**config.mk**
```make
export PLATFORM = sky130hd
export DESIGN_NAME = ddc_read_engine
export DESIGN_NICKNAME = d
export VERILOG_FILES = /design/src/rtl/ddc_pkg.sv /design/src/rtl/ddc_page_buf.sv /design/src/rtl/ddc_fetch_ctrl.sv /design/src/rtl/ddc_flag_regs.sv /design/src/rtl/ddc_read_engine.sv
export SDC_FILE = /design/constraint.sdc
export NUM_CORES = 1
export LEC_CHECK = 0
export BUFFER_PORTS_ARGS = -buffer_cell sky130_fd_sc_hd__buf_2
export CAP_MARGIN = 20
export CORE_MARGIN = 1
export CORE_UTILIZATION = 55
export CTS_CLUSTER_SIZE = 40
export DETAILED_ROUTE_END_ITERATION = 8
export HOLD_SLACK_MARGIN = 0.15
export PLACE_DENSITY = 0.81
export SLEW_MARGIN = 5
export SYNTH_ARGS = -nofsm -noshare
export SYNTH_HDL_FRONTEND = slang
export SYNTH_SLANG_ARGS = --single-unit
```
**constraint.sdc**
```tcl
create_clock -name clk -period 4.25 [get_ports clk]
set_clock_uncertainty 0.05 [all_clocks]
set_input_delay 0.425 -clock clk [delete_from_list [all_inputs] [get_ports clk]]
set_output_delay 0.425 -clock clk [all_outputs]
set_load 0.01 [all_outputs]
```
**src/rtl/ddc_pkg.sv**
```systemverilog
package ddc_pkg;
   typedef enum logic [1:0] {
      ST_IDLE      = 2'd0,
      ST_FETCH     = 2'd1,
      ST_PAGE_WAIT = 2'd2,
      ST_FINISH    = 2'd3
   } ddc_state_e;

   localparam int FLAG_W   = 5;
   localparam int FLAG_HPD  = 0;
   localparam int FLAG_DONE = 2;
   localparam int FLAG_FULL = 3;
   localparam int FLAG_ERR  = 4;
   localparam logic [FLAG_W-1:0] FLAG_MASK = 5'b11101;
endpackage

```
**src/rtl/ddc_page_buf.sv**
```systemverilog
module ddc_page_buf #(
   parameter int WORDS = 16,
   parameter int PTR_W = 6,
   localparam int IDX_W = PTR_W - 2
) (
   input  logic              clk,
   input  logic              rst_n,
   input  logic              byte_we,
   input  logic [PTR_W-1:0]  byte_ptr,
   input  logic [7:0]        byte_data,
   input  logic [IDX_W-1:0]  rd_idx,
   output logic [31:0]       rd_word
);
   logic [WORDS-1:0][31:0] words;

   for (genvar w = 0; w < WORDS; w++) begin : g_word
      for (genvar l = 0; l < 4; l++) begin : g_lane
         logic [7:0] lane_q;
         always_ff @(posedge clk or negedge rst_n) begin
            if (!rst_n)
               lane_q <= '0;
            else if (byte_we && byte_ptr[PTR_W-1:2] == IDX_W'(w) && byte_ptr[1:0] == 2'(l))
               lane_q <= byte_data;
         end
         assign words[w][l*8 +: 8] = lane_q;
      end
   end

   assign rd_word = words[rd_idx];
endmodule

```
**src/rtl/ddc_fetch_ctrl.sv**
```systemverilog
module ddc_fetch_ctrl
   import ddc_pkg::*;
#(
   parameter int CNT_W = 12,
   parameter int PTR_W = 6
) (
   input  logic              clk,
   input  logic              rst_n,
   input  logic              ctrl_we,
   input  logic              wr_run,
   input  logic              wr_cont,
   input  logic [1:0]        wr_kind,
   input  logic [CNT_W-1:0]  wr_cnt,
   input  logic              in_valid,
   output logic              in_ready,
   output logic              byte_we,
   output logic [PTR_W-1:0]  byte_ptr,
   output logic              done_evt,
   output logic              full_evt,
   output ddc_state_e        state_q,
   output logic [CNT_W-1:0]  cnt_q,
   output logic [1:0]        kind_q,
   output logic              cont_q
);
   logic [CNT_W-1:0] rem_q;
   logic [PTR_W-1:0] ptr_q;
   logic             take, last_byte, page_end;

   assign in_ready  = (state_q == ST_FETCH);
   assign take      = in_valid && in_ready;
   assign last_byte = (rem_q == CNT_W'(1));
   assign page_end  = &ptr_q;
   assign byte_we   = take;
   assign byte_ptr  = ptr_q;
   assign done_evt  = take && last_byte;
   assign full_evt  = take && page_end;

   always_ff @(posedge clk or negedge rst_n) begin
      if (!rst_n) begin
         state_q <= ST_IDLE;
         rem_q   <= '0;
         ptr_q   <= '0;
         cnt_q   <= '0;
         kind_q  <= '0;
         cont_q  <= 1'b0;
      end else if (ctrl_we && state_q == ST_IDLE) begin
         cnt_q  <= wr_cnt;
         kind_q <= wr_kind;
         if (wr_run && wr_cnt != '0) begin
            state_q <= ST_FETCH;
            rem_q   <= wr_cnt;
            ptr_q   <= '0;
         end
      end else if (ctrl_we && !wr_run) begin
         state_q <= ST_IDLE;
         cont_q  <= 1'b0;
      end else begin
         unique case (state_q)
            ST_FETCH: if (take) begin
               ptr_q <= ptr_q + PTR_W'(1);
               rem_q <= rem_q - CNT_W'(1);
               if (last_byte)
                  state_q <= ST_FINISH;
               else if (page_end)
                  state_q <= ST_PAGE_WAIT;
            end
            ST_PAGE_WAIT: begin
               if (cont_q) begin
                  state_q <= ST_FETCH;
                  cont_q  <= 1'b0;
               end else if (ctrl_we && wr_cont) begin
                  cont_q <= 1'b1;
               end
            end
            default: ;
         endcase
      end
   end
endmodule

```
**src/rtl/ddc_flag_regs.sv**
```systemverilog
module ddc_flag_regs
   import ddc_pkg::*;
#(
   parameter bit IRQ_REG = 1'b0
) (
   input  logic              clk,
   input  logic              rst_n,
   input  logic              stat_we,
   input  logic              ien_we,
   input  logic [FLAG_W-1:0] wdata,
   input  logic              hpd_evt,
   input  logic              err_evt,
   input  logic              done_evt,
   input  logic              full_evt,
   output logic [FLAG_W-1:0] stat_q,
   output logic [FLAG_W-1:0] ien_q,
   output logic              irq
);
   logic [FLAG_W-1:0] set_v, clr_v;
   logic              irq_c;

   always_comb begin
      set_v = '0;
      set_v[FLAG_HPD]  = hpd_evt;
      set_v[FLAG_DONE] = done_evt;
      set_v[FLAG_FULL] = full_evt;
      set_v[FLAG_ERR]  = err_evt;
      clr_v = stat_we ? (wdata & FLAG_MASK) : '0;
   end

   always_ff @(posedge clk or negedge rst_n) begin
      if (!rst_n) begin
         stat_q <= '0;
         ien_q  <= '0;
      end else begin
         stat_q <= (stat_q & ~clr_v) | set_v;
         if (ien_we) ien_q <= wdata & FLAG_MASK;
      end
   end

   assign irq_c = |(stat_q & ien_q);

   if (IRQ_REG) begin : g_irq_reg
      logic irq_q;
      always_ff @(posedge clk or negedge rst_n) begin
         if (!rst_n) irq_q <= 1'b0;
         else        irq_q <= irq_c;
      end
      assign irq = irq_q;
   end else begin : g_irq_comb
      assign irq = irq_c;
   end
endmodule

```
**src/rtl/ddc_read_engine.sv**
```systemverilog
module ddc_read_engine
   import ddc_pkg::*;
#(
   parameter int ADDR_W    = 8,
   parameter int BUF_WORDS = 16,
   parameter int CNT_W     = 12,
   parameter bit IRQ_REG   = 1'b0
) (
   input  logic              clk,
   input  logic              rst_n,
   input  logic              bus_wr,
   input  logic [ADDR_W-1:0] bus_addr,
   input  logic [31:0]       bus_wdata,
   output logic [31:0]       bus_rdata,
   input  logic              in_valid,
   input  logic [7:0]        in_data,
   output logic              in_ready,
   input  logic              hpd_evt,
   input  logic              err_evt,
   output logic              link_active,
   output logic [1:0]        link_kind,
   output logic              irq
);
   localparam int PAGE_BYTES = BUF_WORDS * 4;
   localparam int PTR_W      = $clog2(PAGE_BYTES);
   localparam int IDX_W      = PTR_W - 2;
   localparam int CNT_LSB    = 20;
   localparam int WA_W       = ADDR_W - 2;

   if (CNT_LSB + CNT_W > 32) begin : g_bad_cnt
      $error("CNT_W does not fit above bit 20 of the control word");
   end
   if (BUF_WORDS < 2 || (BUF_WORDS & (BUF_WORDS - 1)) != 0) begin : g_bad_words
      $error("BUF_WORDS must be a power of two of at least 2");
   end
   if (ADDR_W <= PTR_W) begin : g_bad_addr
      $error("ADDR_W too small to map the buffer above the registers");
   end

   logic [WA_W-1:0]   word_addr;
   logic              sel_ctrl, sel_ien, sel_stat, sel_buf;
   ddc_state_e        state_q;
   logic [CNT_W-1:0]  cnt_q;
   logic [1:0]        kind_q;
   logic              cont_q;
   logic              byte_we, done_evt, full_evt;
   logic [PTR_W-1:0]  byte_ptr;
   logic [FLAG_W-1:0] stat_q, ien_q;
   logic [31:0]       buf_word, ctrl_view;
   logic              unused_bus;

   assign word_addr = bus_addr[ADDR_W-1:2];
   assign sel_ctrl  = (word_addr == WA_W'(0));
   assign sel_ien   = (word_addr == WA_W'(1));
   assign sel_stat  = (word_addr == WA_W'(2));
   assign sel_buf   = (bus_addr[ADDR_W-1:PTR_W] == (ADDR_W-PTR_W)'(1));
   assign unused_bus = ^{bus_wdata, bus_addr[1:0]};

   ddc_fetch_ctrl #(.CNT_W(CNT_W), .PTR_W(PTR_W)) fetch_i (
      .clk      (clk),
      .rst_n    (rst_n),
      .ctrl_we  (bus_wr && sel_ctrl),
      .wr_run   (bus_wdata[0]),
      .wr_cont  (bus_wdata[1]),
      .wr_kind  (bus_wdata[3:2]),
      .wr_cnt   (bus_wdata[CNT_LSB +: CNT_W]),
      .in_valid (in_valid),
      .in_ready (in_ready),
      .byte_we  (byte_we),
      .byte_ptr (byte_ptr),
      .done_evt (done_evt),
      .full_evt (full_evt),
      .state_q  (state_q),
      .cnt_q    (cnt_q),
      .kind_q   (kind_q),
      .cont_q   (cont_q)
   );

   ddc_page_buf #(.WORDS(BUF_WORDS), .PTR_W(PTR_W)) buf_i (
      .clk       (clk),
      .rst_n     (rst_n),
      .byte_we   (byte_we),
      .byte_ptr  (byte_ptr),
      .byte_data (in_data),
      .rd_idx    (bus_addr[PTR_W-1:2]),
      .rd_word   (buf_word)
   );

   ddc_flag_regs #(.IRQ_REG(IRQ_REG)) flags_i (
      .clk      (clk),
      .rst_n    (rst_n),
      .stat_we  (bus_wr && sel_stat),
      .ien_we   (bus_wr && sel_ien),
      .wdata    (bus_wdata[FLAG_W-1:0]),
      .hpd_evt  (hpd_evt),
      .err_evt  (err_evt),
      .done_evt (done_evt),
      .full_evt (full_evt),
      .stat_q   (stat_q),
      .ien_q    (ien_q),
      .irq      (irq)
   );

   always_comb begin
      ctrl_view = '0;
      ctrl_view[CNT_LSB +: CNT_W] = cnt_q;
      ctrl_view[3:2] = kind_q;
      ctrl_view[1]   = cont_q;
      ctrl_view[0]   = (state_q != ST_IDLE);
   end

   always_comb begin
      if (sel_buf)       bus_rdata = buf_word;
      else if (sel_ctrl) bus_rdata = ctrl_view;
      else if (sel_ien)  bus_rdata = 32'(ien_q);
      else if (sel_stat) bus_rdata = 32'(stat_q);
      else               bus_rdata = '0;
   end

   assign link_active = (state_q == ST_FETCH) || (state_q == ST_PAGE_WAIT);
   assign link_kind   = kind_q;
endmodule

```
==> results of run 1 <==
cells by family after synthesis:
family                     after synthesis  share of synthesized area, %
adders and majority gates                9                         0.438
buffers and inverters                  126                          2.19
DFF                                    555                          54.1
xor gates and xnor gates                 4                         0.136
and+or+nand+nor                        235                          4.48
AOI/OAI and AO/OA                      102                          2.46
muxes                                  685                          36.2
registers in the layout, summed over array words and instances, names as in the netlist:
| name | flops |
|---|---|
| buf_i.g_word.g_lane.lane_q | 512 |
| fetch_i.byte_ptr | 6 |
| fetch_i.cnt_q | 12 |
| fetch_i.cont_q | 1 |
| fetch_i.kind_q | 2 |
| fetch_i.rem_q | 12 |
| fetch_i.state_q | 2 |
| flags_i.ien_q | 4 |
| flags_i.stat_q | 4 |
synth_stat cells, types with 4 or more instances:
master	count	area share (%)
inv_1	10	0.15
nor2b_1	8	0.19
a21oi_1	24	0.47
nand2b_1	6	0.15
mux2i_1	26	1.0
a31oi_1	4	0.097
buf_2	17	0.33
nand2_2	7	0.17
a22oi_1	4	0.12
nor2_1	39	0.57
ha_1	9	0.44
o21ai_0	36	0.70
mux2_2	514	23
a211oi_1	6	0.18
nand3_1	9	0.18
and2_1	15	0.37
o2bb2ai_1	4	0.14
buf_1	11	0.16
clkbuf_1	76	1.1
nor3_1	7	0.14
nand2_1	113	1.7
o21a_1	5	0.15
mux4_2	144	13
dfrtp_1	555	54
nor4_1	7	0.17
buf_4	6	0.18
buf_6	6	0.26
metal layers:
| layer | GRT usage, % | vias to the layer above | wire length (µm) |
|---|---|---|---|
| li1 | - | 6510 | - |
| met1 | 35.5 | 8086 | 24800 |
| met2 | 41.4 | 526 | 28800 |
| met3 | 4.69 | 95 | 3730 |
| met4 | 7.20 | 0 | 1320 |
| met5 | 0 | - | 0 |
layout by cell type (no fill, tap or decap), types with 5 or more instances in the layout:
cell type and n:
mux2_2 514, nand2_1 113, inv_1 10, clkbuf_16 57, nand2b_1 6, clkbuf_1 11
nor4_1 7, nor2b_1 7, buf_2 69, clkbuf_8 14, nor2_1 39, nand3_1 9
o21ai_0 36, buf_4 16, mux2i_1 26, dfrtp_1 555, buf_12 13, a21oi_1 24
ha_1 9, a211oi_1 6, mux4_2 144, clkinv_2 10, nand2_2 7, o21a_1 5
nor3_1 7, dlygate4sd3_1 24, and2_1 15
cell type report:
class / count / area [µm²]
clock buffers: 81 / 1650
well taps: 600 / 751
flip-flops and latches: 555 / 13900
fillers: 3168 / 16900
multi-input cells: 1035 / 11200
clock inverters: 18 / 203
repair buffers: 127 / 1060
inverters: 10 / 37.5
metrics by stage:
stage / cell area [µm²] / cells / total power, W / utilization [%] / setup slack, ns
2_1_floorplan: 25700 / 1716 / 0.00769 / - / 1.73
3_3_place_gp: 26600 / 2296 / 0.00817 / 58.2 / 0.938
3_5_place_dp: 26600 / 2296 / 0.00831 / 58.2 / 0.921
4_1_cts: 28700 / 2419 / 0.0133 / 62.8 / 0.903
5_1_grt: 28800 / 2426 / 0.0138 / 63.1 / 0.692
6_report: 28800 / 2426 / 0.0132 / 63.1 / 0.798
power by group:
part	internal (W)	leakage (nW)	total, W	switching (W)
Combinational	0.00100	5.47	0.00200	0.000996
Clock	0.00287	0.910	0.00494	0.00207
Sequential	0.00592	7.64	0.00630	0.000373
what timing repair did:
action                    in CTS  in global routing
setup buffers                  0                  0
hold endpoints to repair     118                  0
hold buffers                  24                  0
worst paths after layout:
path / startpoint / to / slack [ns]
min in group asynchronous: rst_n / buf_i.g_word[7].g_lane[3].lane_q[5]$_DFFE_PN0P_ / 0.37
worst max register to register: fetch_i.state_q[1]$_DFFE_PN0P_ / buf_i.g_word[2].g_lane[2].lane_q[3]$_DFFE_PN0P_ / 1.27
worst max-delay path: bus_addr[6] / bus_rdata[3] / 0.80
max in group asynchronous: rst_n / buf_i.g_word[4].g_lane[1].lane_q[7]$_DFFE_PN0P_ / 2.69
worst min-delay path: bus_addr[7] / fetch_i.cont_q$_DFFE_PN0P_ / 0.21
worst min register to register: fetch_i.cnt_q[2]$_DFFE_PN0P_ / fetch_i.cnt_q[2]$_DFFE_PN0P_ / 0.43
critical path: stages:
cell and delay (ns):
dlygate4sd3_1 0.53, buf_2 0.14, nor2b_2 0.13, buf_4 0.32
nand2b_1 0.48, a211oi_1 0.61, nor3_1 0.15, buf_2 0.18
==> metrics.md, run 1 <==
| Metric | Value |
|---|---|
| Status | `finished, final reports clean` |
| FMAX | `a little under 0.3 GHz` |
| Pwr/cell area | `approximately 460 nW/µm²` |
| DRT iter0 DRCs | `about 1400` |
| Critical Path AT | `around 3.0 ns` |
| P&R area growth vs syn | `12.2%` |
| Total iterations of the first detailed-routing run | `7` |
| Startpoint types | `input pin` |
| Htree depth | `2` |
| Core area | `between 40000 and 50000 µm²` |
| I/O pins | `just over 90` |
| Netlist cell types | `53` |
| CTS tree | `yes` |
| Syn Area/Cell | `around 15 µm²` |
| CP Max Fanout | `21` |
| Setup violators final | `0` |
| Number of global-route vias before repair | `roughly 16000` |
| Initial antenna violation count | `0` |
| Final Slew Violations | `0` |
| Final hold vios | `0` |
| Synth warn | `0` |
| Async SR Flop Fraction | `100%` |
| Starting density of the core | `about 56%` |
| GRT Util Overall | `between 20 and 30%` |
| Chip Height | `about 220 µm` |
| Vias | `approximately 15000` |
| Global-route wire length before repair | `93300 µm` |
| CP Class | `input pin to output pin` |
| Layout cells sized above 1 | `about 48%` |
| Post-CTS Resized | `0` |
| Reg clk slew, reported paths | `around 0.07 ns` |
| Clock Path Buffers | `3` |
| Final worst-path cycle share | `about 81%` |
| Worst Hold Depth | `4` |
| Die width | `~220 µm` |
| Worst-skew pair later-pin latency | `around 0.62 ns` |
| DP Wirelength | `36500 µm` |
| Site row count | `slightly below 80` |
| NumNets Final | `1848` |
| FF-to-FF path depth | `7` |
| Number of flops mapped to enable cells by yosys | `0` |
| Die Footprint | `about 48000 µm²` |
| Largest net degree at the start of global routing | `approximately 100` |
| Antenna-violating nets left | `0` |
| Root Buffer | `clkbuf_16` |
| Critical path required time | `3.77 ns` |
| Sequential area share after synthesis | `around 54%` |
| Min Clock Period, post-route | `3.45 ns` |
| Drt via density | `between 6 and 7` |
| Hold/Removal Path Class | `input pin to register` |
| Leakage power | `between 10 and 15 nW` |
| Clock sink total | `between 500 and 600` |
| Grt ovf | `0` |
| Drt drc | `0` |
| Post-synth top flop | `dfrtp_1` |
| RSZ-0062 raised after global routing | `false` |
| TritonCTS buffer count | `56` |
| Cells after Synth | `roughly 1700` |
| Maxcap violations | `0` |
| N_diodes | `0` |
| RD Place Congestion | `0.911` |
| VDD IR max | `between 0.3 and 0.4 mV` |
| Avg WL per Cell | `around 24 µm` |
| CP Capture Type | `output pin` |
| Post-Syn Area | `25700 µm²` |
| Slew HR | `about two fifths` |
| Setup TNS Final | `0 ns` |
| Worst slew pin tran | `0.921 ns` |
| Yosys reg bits | `555` |
| Syn Nets | `1779` |
| Routed wire length | `about 60000 µm` |
| Hold_ws | `between 0.2 and 0.25 ns` |
| Port bufs | `between 70 and 80` |
(Power assumes the default switching activity.)
==> run 2, diff against run 1 <==
- ABC_AREA: not set -> 1
- clock period: 4.25 -> 3.5 ns (I/O delays scaled with it)
==> run 2 against run 1 <==
Net effect: register-to-register slack got worse by 0.52 ns; die area shrank 2.1%; final area down 2.9%; worst setup slack got worse by 0.33 ns; sequential share of layout area increased by 1.4 points; combinational power increased by 66%; non-clock buffer count is 37 higher; hold slack got worse by 0.049 ns; utilization down 0.37 points; global-route usage rose by 5.5 points; critical endpoint is now bus_rdata[15].
==> metrics.md, run 2 <==
| Metric | Value |
|---|---|
| Status | `finished, final reports clean` |
| Yosys reg bits | `between 500 and 600` |
| Global-route wire length before repair | `approximately 110000 µm` |
| Final Slew Violations | `0` |
| Critical path required time | `3.10 ns` |
| Critical Path Max Stage Delay | `just over 0.5 ns` |
| CP Max Fanout | `44` |
| Post-Syn Area | `between 20000 and 30000 µm²` |
| Largest net degree at the start of global routing | `between 100 and 150` |
| Clock Path Buffers | `3` |
| VDD IR max | `roughly 0.42 mV` |
| Cells after Synth | `2957` |
| NumNets Final | `roughly 3000` |
| Routed wire length | `a little over 70000 µm` |
| Slew HR | `28.5%` |
| Htree depth | `2` |
| Initial antenna violation count | `3` |
| CP Capture Type | `output pin` |
| Total iterations of the first detailed-routing run | `6` |
| Pwr/cell area | `around 620 nW/µm²` |
| Synth top area share | `approximately 55%` |
| I/O pins | `just over 90` |
| Drt via density | `6.14` |
| Fin area | `approximately 28000 µm²` |
| Post-CTS Resized | `0` |
| TritonCTS buffer count | `56` |
| P&R area growth vs syn | `11.3%` |
| Combinational family with the most area after synthesis | `compound AO/OA/AOI/OAI gates` |
| Drt drc | `0` |
| Setup violators final | `0` |
| Synth Area in Adders | `0.448%` |
| Die Footprint | `around 47000 µm²` |
| Vias | `between 20000 and 25000` |
| Layout cells sized above 1 | `under 10%` |
| Cell Chain, Critical Path | `buf_4 > inv_4 > buf_12 > nor2_1 > o21ai_0 > nand2_1 > a31oi_1 > buf_2` |
| GRT Util Overall | `a little under a third` |
| Leakage power | `between 10 and 15 nW` |
| Post-CTS Setup Inserts | `0` |
| Async SR Flop Fraction | `100%` |
| Post-Synth Simple-Gate Area | `between 10% and 20%` |
| Top flop regs | `buf_i.g_word.g_lane.lane_q x512, fetch_i.cnt_q x12, fetch_i.rem_q x12` |
| DP Wirelength | `about 43000 µm` |
| Number of global-route vias before repair | `21400` |
| Largest cells by area after synthesis | `dfrtp_1 (55%), nand2_1 (12%), o21ai_0 (11%), o21ai_1 (4.1%), nor2_1 (3.0%)` |
| Clock sink total | `~560` |
| CTS tree | `yes` |
| FMAX | `between 0.3 and 0.4 GHz` |
| Final hold vios | `0` |
| Most frequent cells in the layout | `nand2_1 (788), dfrtp_1 (555), o21ai_0 (549)` |
| Startpoint types | `input pin` |
| Hold/Removal Path Class | `input pin to register` |
| Grt ovf | `0` |
| Port bufs | `73` |
| RD Place Congestion | `0.913` |
| Most common cell after layout, fill and taps aside | `nand2_1` |
| Slowest CP cell | `inv_4` |
| FF-to-FF path depth | `7` |
| Die width | `~220 µm` |
| Starting density of the core | `a little under three fifths` |
| Post-synth top flop | `dfrtp_1` |
| Hold_buf cts | `28` |
| Syn Nets | `just over 3000` |
| Antenna-violating nets left | `0` |
| Critical Path AT | `2.63 ns` |
| RSZ-0062 raised after global routing | `false` |
| Xor and xnor area share after synthesis | `less than 1%` |
| DRT iter0 DRCs | `about 2500` |
| Sequential area share after synthesis | `a little under three fifths` |
| Syn Area/Cell | `8.50 µm²` |
| Worst slew pin tran | `~1.1 ns` |
| Min Clock Period, post-route | `slightly above 3 ns` |
| Avg WL per Cell | `around 20 µm` |
| Reg clk slew, reported paths | `roughly 0.060 ns` |
| Most frequent cells after synthesis | `nand2_1 (788), dfrtp_1 (555), o21ai_0 (549)` |
| Worst Hold Depth | `3` |
| CP Class | `input pin to output pin` |
| Post-synthesis compound-gate area fraction | `19.6%` |
| Largest register FFs | `512` |
| Worst-skew pair later-pin latency | `just over 0.6 ns` |
| Netlist cell types | `38` |
| Site row count | `slightly below 80` |
| Maxcap violations | `0` |
| Most common cell in the netlist | `nand2_1` |
| Final worst-path cycle share | `between 80% and 90%` |
| Setup TNS Final | `0 ns` |
| Largest reg by FF count | `buf_i.g_word.g_lane.lane_q` |
| Root Buffer | `clkbuf_16` |
| Area leader, netlist | `dfrtp_1` |
| Mux contribution to synthesized area | `0%` |
| Synth warn | `0` |
| Chip Height | `approximately 220 µm` |
| Dpl cell area | `between 20000 and 30000 µm²` |
| Number of flops mapped to enable cells by yosys | `0` |
| Core area | `44600 µm²` |
-- run 2: cell count changes in the layout (fill, tap and decap cells not counted), moves of 26 or more --
cell,delta
nand2_1,+675
nand4_1,+27
o21ai_0,+513
mux2i_1,-26
buf_4,+31
inv_1,+41
o21ai_1,+204
nand3_1,+85
o211ai_1,+31
nor2_1,+158
a22oi_1,+60
mux2_2,-514
mux4_2,-144
-- run 2: critical path, delay by kind of cell --
| family | cells | cell delay (ns) |
|---|---|---|
| compound gates | 2 | 0.77 |
| simple gates | 2 | 0.16 |
| buf+inv | 4 | 1.28 |
-- run 2: power by group --
group          internal (W)  switching [W]  total (W)
Sequential          0.00763       0.000707    0.00833
Clock               0.00329        0.00248    0.00577
Combinational       0.00114        0.00217    0.00332
-- run 2: cells by family (layout without fill, tap and decap cells) --
family	count (synthesis)	count (layout)
simple gates	1164	1164
compound gates	923	923
flops	555	555
buf+inv	295	330
xor+xnor	11	11
fa+ha+maj	9	9
other cells	0	2
-- run 2: final timing paths --
kind / from / end / slack (ns)
max: bus_addr[2] / bus_rdata[15] / 0.47
min: in_data[7] / buf_i.g_word[9].g_lane[3].lane_q[7]$_DFFE_PN0P_ / 0.16
max reg2reg: fetch_i.state_q[1]$_DFFE_PN0P_ / buf_i.g_word[12].g_lane[3].lane_q[6]$_DFFE_PN0P_ / 0.75
min reg2reg: buf_i.g_word[14].g_lane[1].lane_q[1]$_DFFE_PN0P_ / buf_i.g_word[14].g_lane[1].lane_q[1]$_DFFE_PN0P_ / 0.43
max in group asynchronous: rst_n / buf_i.g_word[9].g_lane[2].lane_q[2]$_DFFE_PN0P_ / 2.01
min in group asynchronous: rst_n / buf_i.g_word[0].g_lane[0].lane_q[4]$_DFFE_PN0P_ / 0.32
-- run 2: cell type report --
cell class | instances | area [µm²]
clock inverter | 12 | 121
inverter | 71 | 272
multi-input combinational | 2107 | 10000
antenna | 2 | 5.00
timing repair buffer | 164 | 1340
sequential | 555 | 13900
clock buffer | 83 | 1600
fill | 3565 | 16600
tap | 592 | 741
-- run 2: metal layers --
metal  wire [µm]  vias up  global-route usage, %  part of all wire, %
met2       33200     1189                   49.5                   46
met5          12        -                      0                0.017
met4        2630        2                   12.8                  3.7
li1            -     9935                      -                    -
met1       28400    10700                   41.6                   40
met3        7370      199                   6.34                   10
-- run 2: per-stage QoR --
step / utilization [%] / hold slack, ns / total power (W) / worst slack, ns / cells
final: 62.7 / 0.156 / 0.0174 / 0.468 / 3586
after global routing: 62.7 / 0.161 / 0.0182 / 0.468 / 3584
after CTS: 62.7 / 0.154 / 0.0174 / 0.653 / 3583
after detailed placement: 58.2 / 0.417 / 0.0116 / 0.603 / 3460
after global placement: 58.2 / 0.410 / 0.0114 / 0.625 / 3460
after floorplan: - / 0.00441 / 0.0105 / 1.60 / 2957
==> run 3, diff against run 2 <==
- ABC_AREA: 1 -> not set
==> run 3 against run 2 <==
Net effect: power fell by 8.6%; routed wire length decreased by 17%; final area up 3.5%; largest power group unchanged; utilization rose by 0.67 points; maximum frequency decreased by 7.5%; first-iteration DRC count fell by 52%; sequential share of layout area fell by 1.7 points; worst setup slack got worse by 0.24 ns; non-clock buffer count shrank 15; final cell count fell by 32%; global-route usage is 5.2 points lower.
==> metrics.md, run 3 (same netlist as run 1, synthesis figures left out) <==
| Metric | Value |
|---|---|
| Most common cell after layout, fill and taps aside | `dfrtp_1` |
| Number of global-route vias before repair | `approximately 16000` |
| CTS tree | `yes` |
| Min Clock Period, post-route | `between 3 and 4 ns` |
| DP Wirelength | `about 37000 µm` |
| Pwr/cell area | `between 500 and 600 nW/µm²` |
| Htree depth | `2` |
| RSZ-0062 raised after global routing | `false` |
| Layout Utilization | `between 60 and 70%` |
| Setup violators final | `0` |
| Largest register FFs | `just over 500` |
| Site row count | `78` |
| FMAX | `0.305 GHz` |
| Port bufs | `73` |
| Root Buffer | `clkbuf_16` |
| TritonCTS buffer count | `55` |
| Status | `finished, final reports clean` |
| Die Footprint | `between 40000 and 50000 µm²` |
| Final Slew Violations | `0` |
| Total iterations of the first detailed-routing run | `7` |
| Drt drc | `0` |
| Critical Path Max Stage Delay | `0.62 ns` |
| Worst r2r src | `fetch_i.state_q[1]$_DFFE_PN0P_` |
| CP Class | `input pin to output pin` |
| Most used cell, CP | `buf_2` |
| I/O pins | `91` |
| Avg WL per Cell | `approximately 24 µm` |
| Worst-skew pair later-pin latency | `around 0.62 ns` |
| Chip Height | `approximately 220 µm` |
| Global-route wire length before repair | `between 90000 and 100000 µm` |
| Setup TNS Final | `0 ns` |
| CP Capture Type | `output pin` |
| Top delay family on crit path | `simple AND/OR/NAND/NOR gates` |
| Die width | `about 220 µm` |
| VDD IR max | `~0.43 mV` |
| DRT iter0 DRCs | `around 1200` |
| Critical path required time | `between 3 and 4 ns` |
| Slew HR | `roughly a third` |
| Hold_ws | `between 0.2 and 0.25 ns` |
| Hold_sp | `in_data[5]` |
| Worst R2R Setup Slack | `~0.52 ns` |
| Buffers & Inverters on Critical Path | `3` |
| Final hold vios | `0` |
| Grt ovf | `0` |
| Hold/Removal Path Class | `input pin to register` |
| Worst Setup SP | `bus_addr[6]` |
| Vias | `between 15000 and 20000` |
| Critical Path AT | `between 2 and 3 ns` |
| Placed insts | `2314` |
| Worst slew pin tran | `0.981 ns` |
| CP Max Fanout | `16` |
| Cell Chain, Critical Path | `dlygate4sd3_1 > buf_2 > nor2b_2 > nand2_1 > a211oi_1 > nor3_1 > buf_2` |
| Dpl cell area | `around 27000 µm²` |
| Maxcap violations | `0` |
| Layout cells sized above 1 | `between 40 and 50%` |
| Clock Path Buffers | `3` |
| Clock sink total | `between 500 and 600` |
| RD Place Congestion | `a little over 0.9` |
| Slowest CP cell | `a211oi_1` |
| Largest net degree at the start of global routing | `approximately 110` |
| Post-CTS Setup Inserts | `0` |
| Startpoint types | `input pin` |
| Drt via density | `around 6.3` |
| Top flop regs | `buf_i.g_word.g_lane.lane_q x512, fetch_i.cnt_q x12, fetch_i.rem_q x12` |
| Fin area | `29000 µm²` |
| GRT Util Overall | `25.9%` |
| Fin cells | `around 2400` |
| Final worst-path cycle share | `between 90% and 100%` |
| Antenna-violating nets left | `0` |
| N_diodes | `0` |
| Initial antenna violation count | `0` |
| Core area | `45700 µm²` |
| P&R area growth vs syn | `12.8%` |
| NumNets Final | `1869` |
| Routed wire length | `59100 µm` |
| Starting density of the core | `roughly 56%` |
| Largest reg by FF count | `buf_i.g_word.g_lane.lane_q` |
| Most frequent cells in the layout | `dfrtp_1 (555), mux2_2 (514), mux4_2 (144)` |
| Reg clk slew, reported paths | `about 0.06 ns` |
| Leakage power | `between 10 and 15 nW` |
==> run 3: cell type report <==
type	count	area (µm²)
Clock inverter	20	196
Sequential cell	555	13900
Timing Repair Buffer	149	1250
Clock buffer	79	1600
Fill cell	3168	16700
Inverter	10	37.5
Multi-Input combinational cell	1035	11200
Tap cell	600	751
==> run 3: layer usage <==
| metal | vias up | GRT usage [%] | wire length [µm] |
|---|---|---|---|
| li1 | 6555 | - | - |
| met1 | 8156 | 35.5 | 25300 |
| met2 | 514 | 42.0 | 28700 |
| met3 | 105 | 4.80 | 3680 |
| met4 | 0 | 8.02 | 1400 |
| met5 | - | 0 | 0 |
==> run 3: path summary, 6_finish.rpt <==
path	to	cells past startpoint
max	bus_rdata[0]	7
min	buf_i.g_word[4].g_lane[1].lane_q[5]$_DFFE_PN0P_	2
max reg2reg	buf_i.g_word[1].g_lane[2].lane_q[1]$_DFFE_PN0P_	7
min reg2reg	fetch_i.cnt_q[1]$_DFFE_PN0P_	2
max in group asynchronous	buf_i.g_word[13].g_lane[1].lane_q[5]$_DFFE_PN0P_	3
min in group asynchronous	buf_i.g_word[12].g_lane[3].lane_q[7]$_DFFE_PN0P_	2
==> run 3: what timing repair did <==
item | 4_1_cts | 5_1_grt
hold buffers | 27 | 1
hold endpoints to repair | 236 | 10
gates resized for setup | 0 | 0
==> run 3: where the power goes <==
| part | switching (W) | total [W] | internal [W] |
|---|---|---|---|
| combinational | 0.00120 | 0.00242 | 0.00123 |
| clock | 0.00251 | 0.00583 | 0.00332 |
| sequential | 0.000467 | 0.00766 | 0.00719 |
| total | 0.00418 | 0.0159 | 0.0117 |
==> run 3: worst reg2reg max path, delay by kind of cell (launching register included) <==
kind / cells / cell delay, ns
buf+inv: 1 / 0.11
mux: 1 / 0.41
simple gates: 4 / 1.58
flops: 1 / 0.39
fa+ha+maj: 1 / 0.33
==> run 3: stage by stage <==
stage	total power, W	worst slack [ns]
finish	0.0159	0.224
detailed placement	0.0101	0.490
floorplan	0.00933	1.13
CTS	0.0159	0.317
global placement	0.00992	0.545
global route	0.0165	0.117
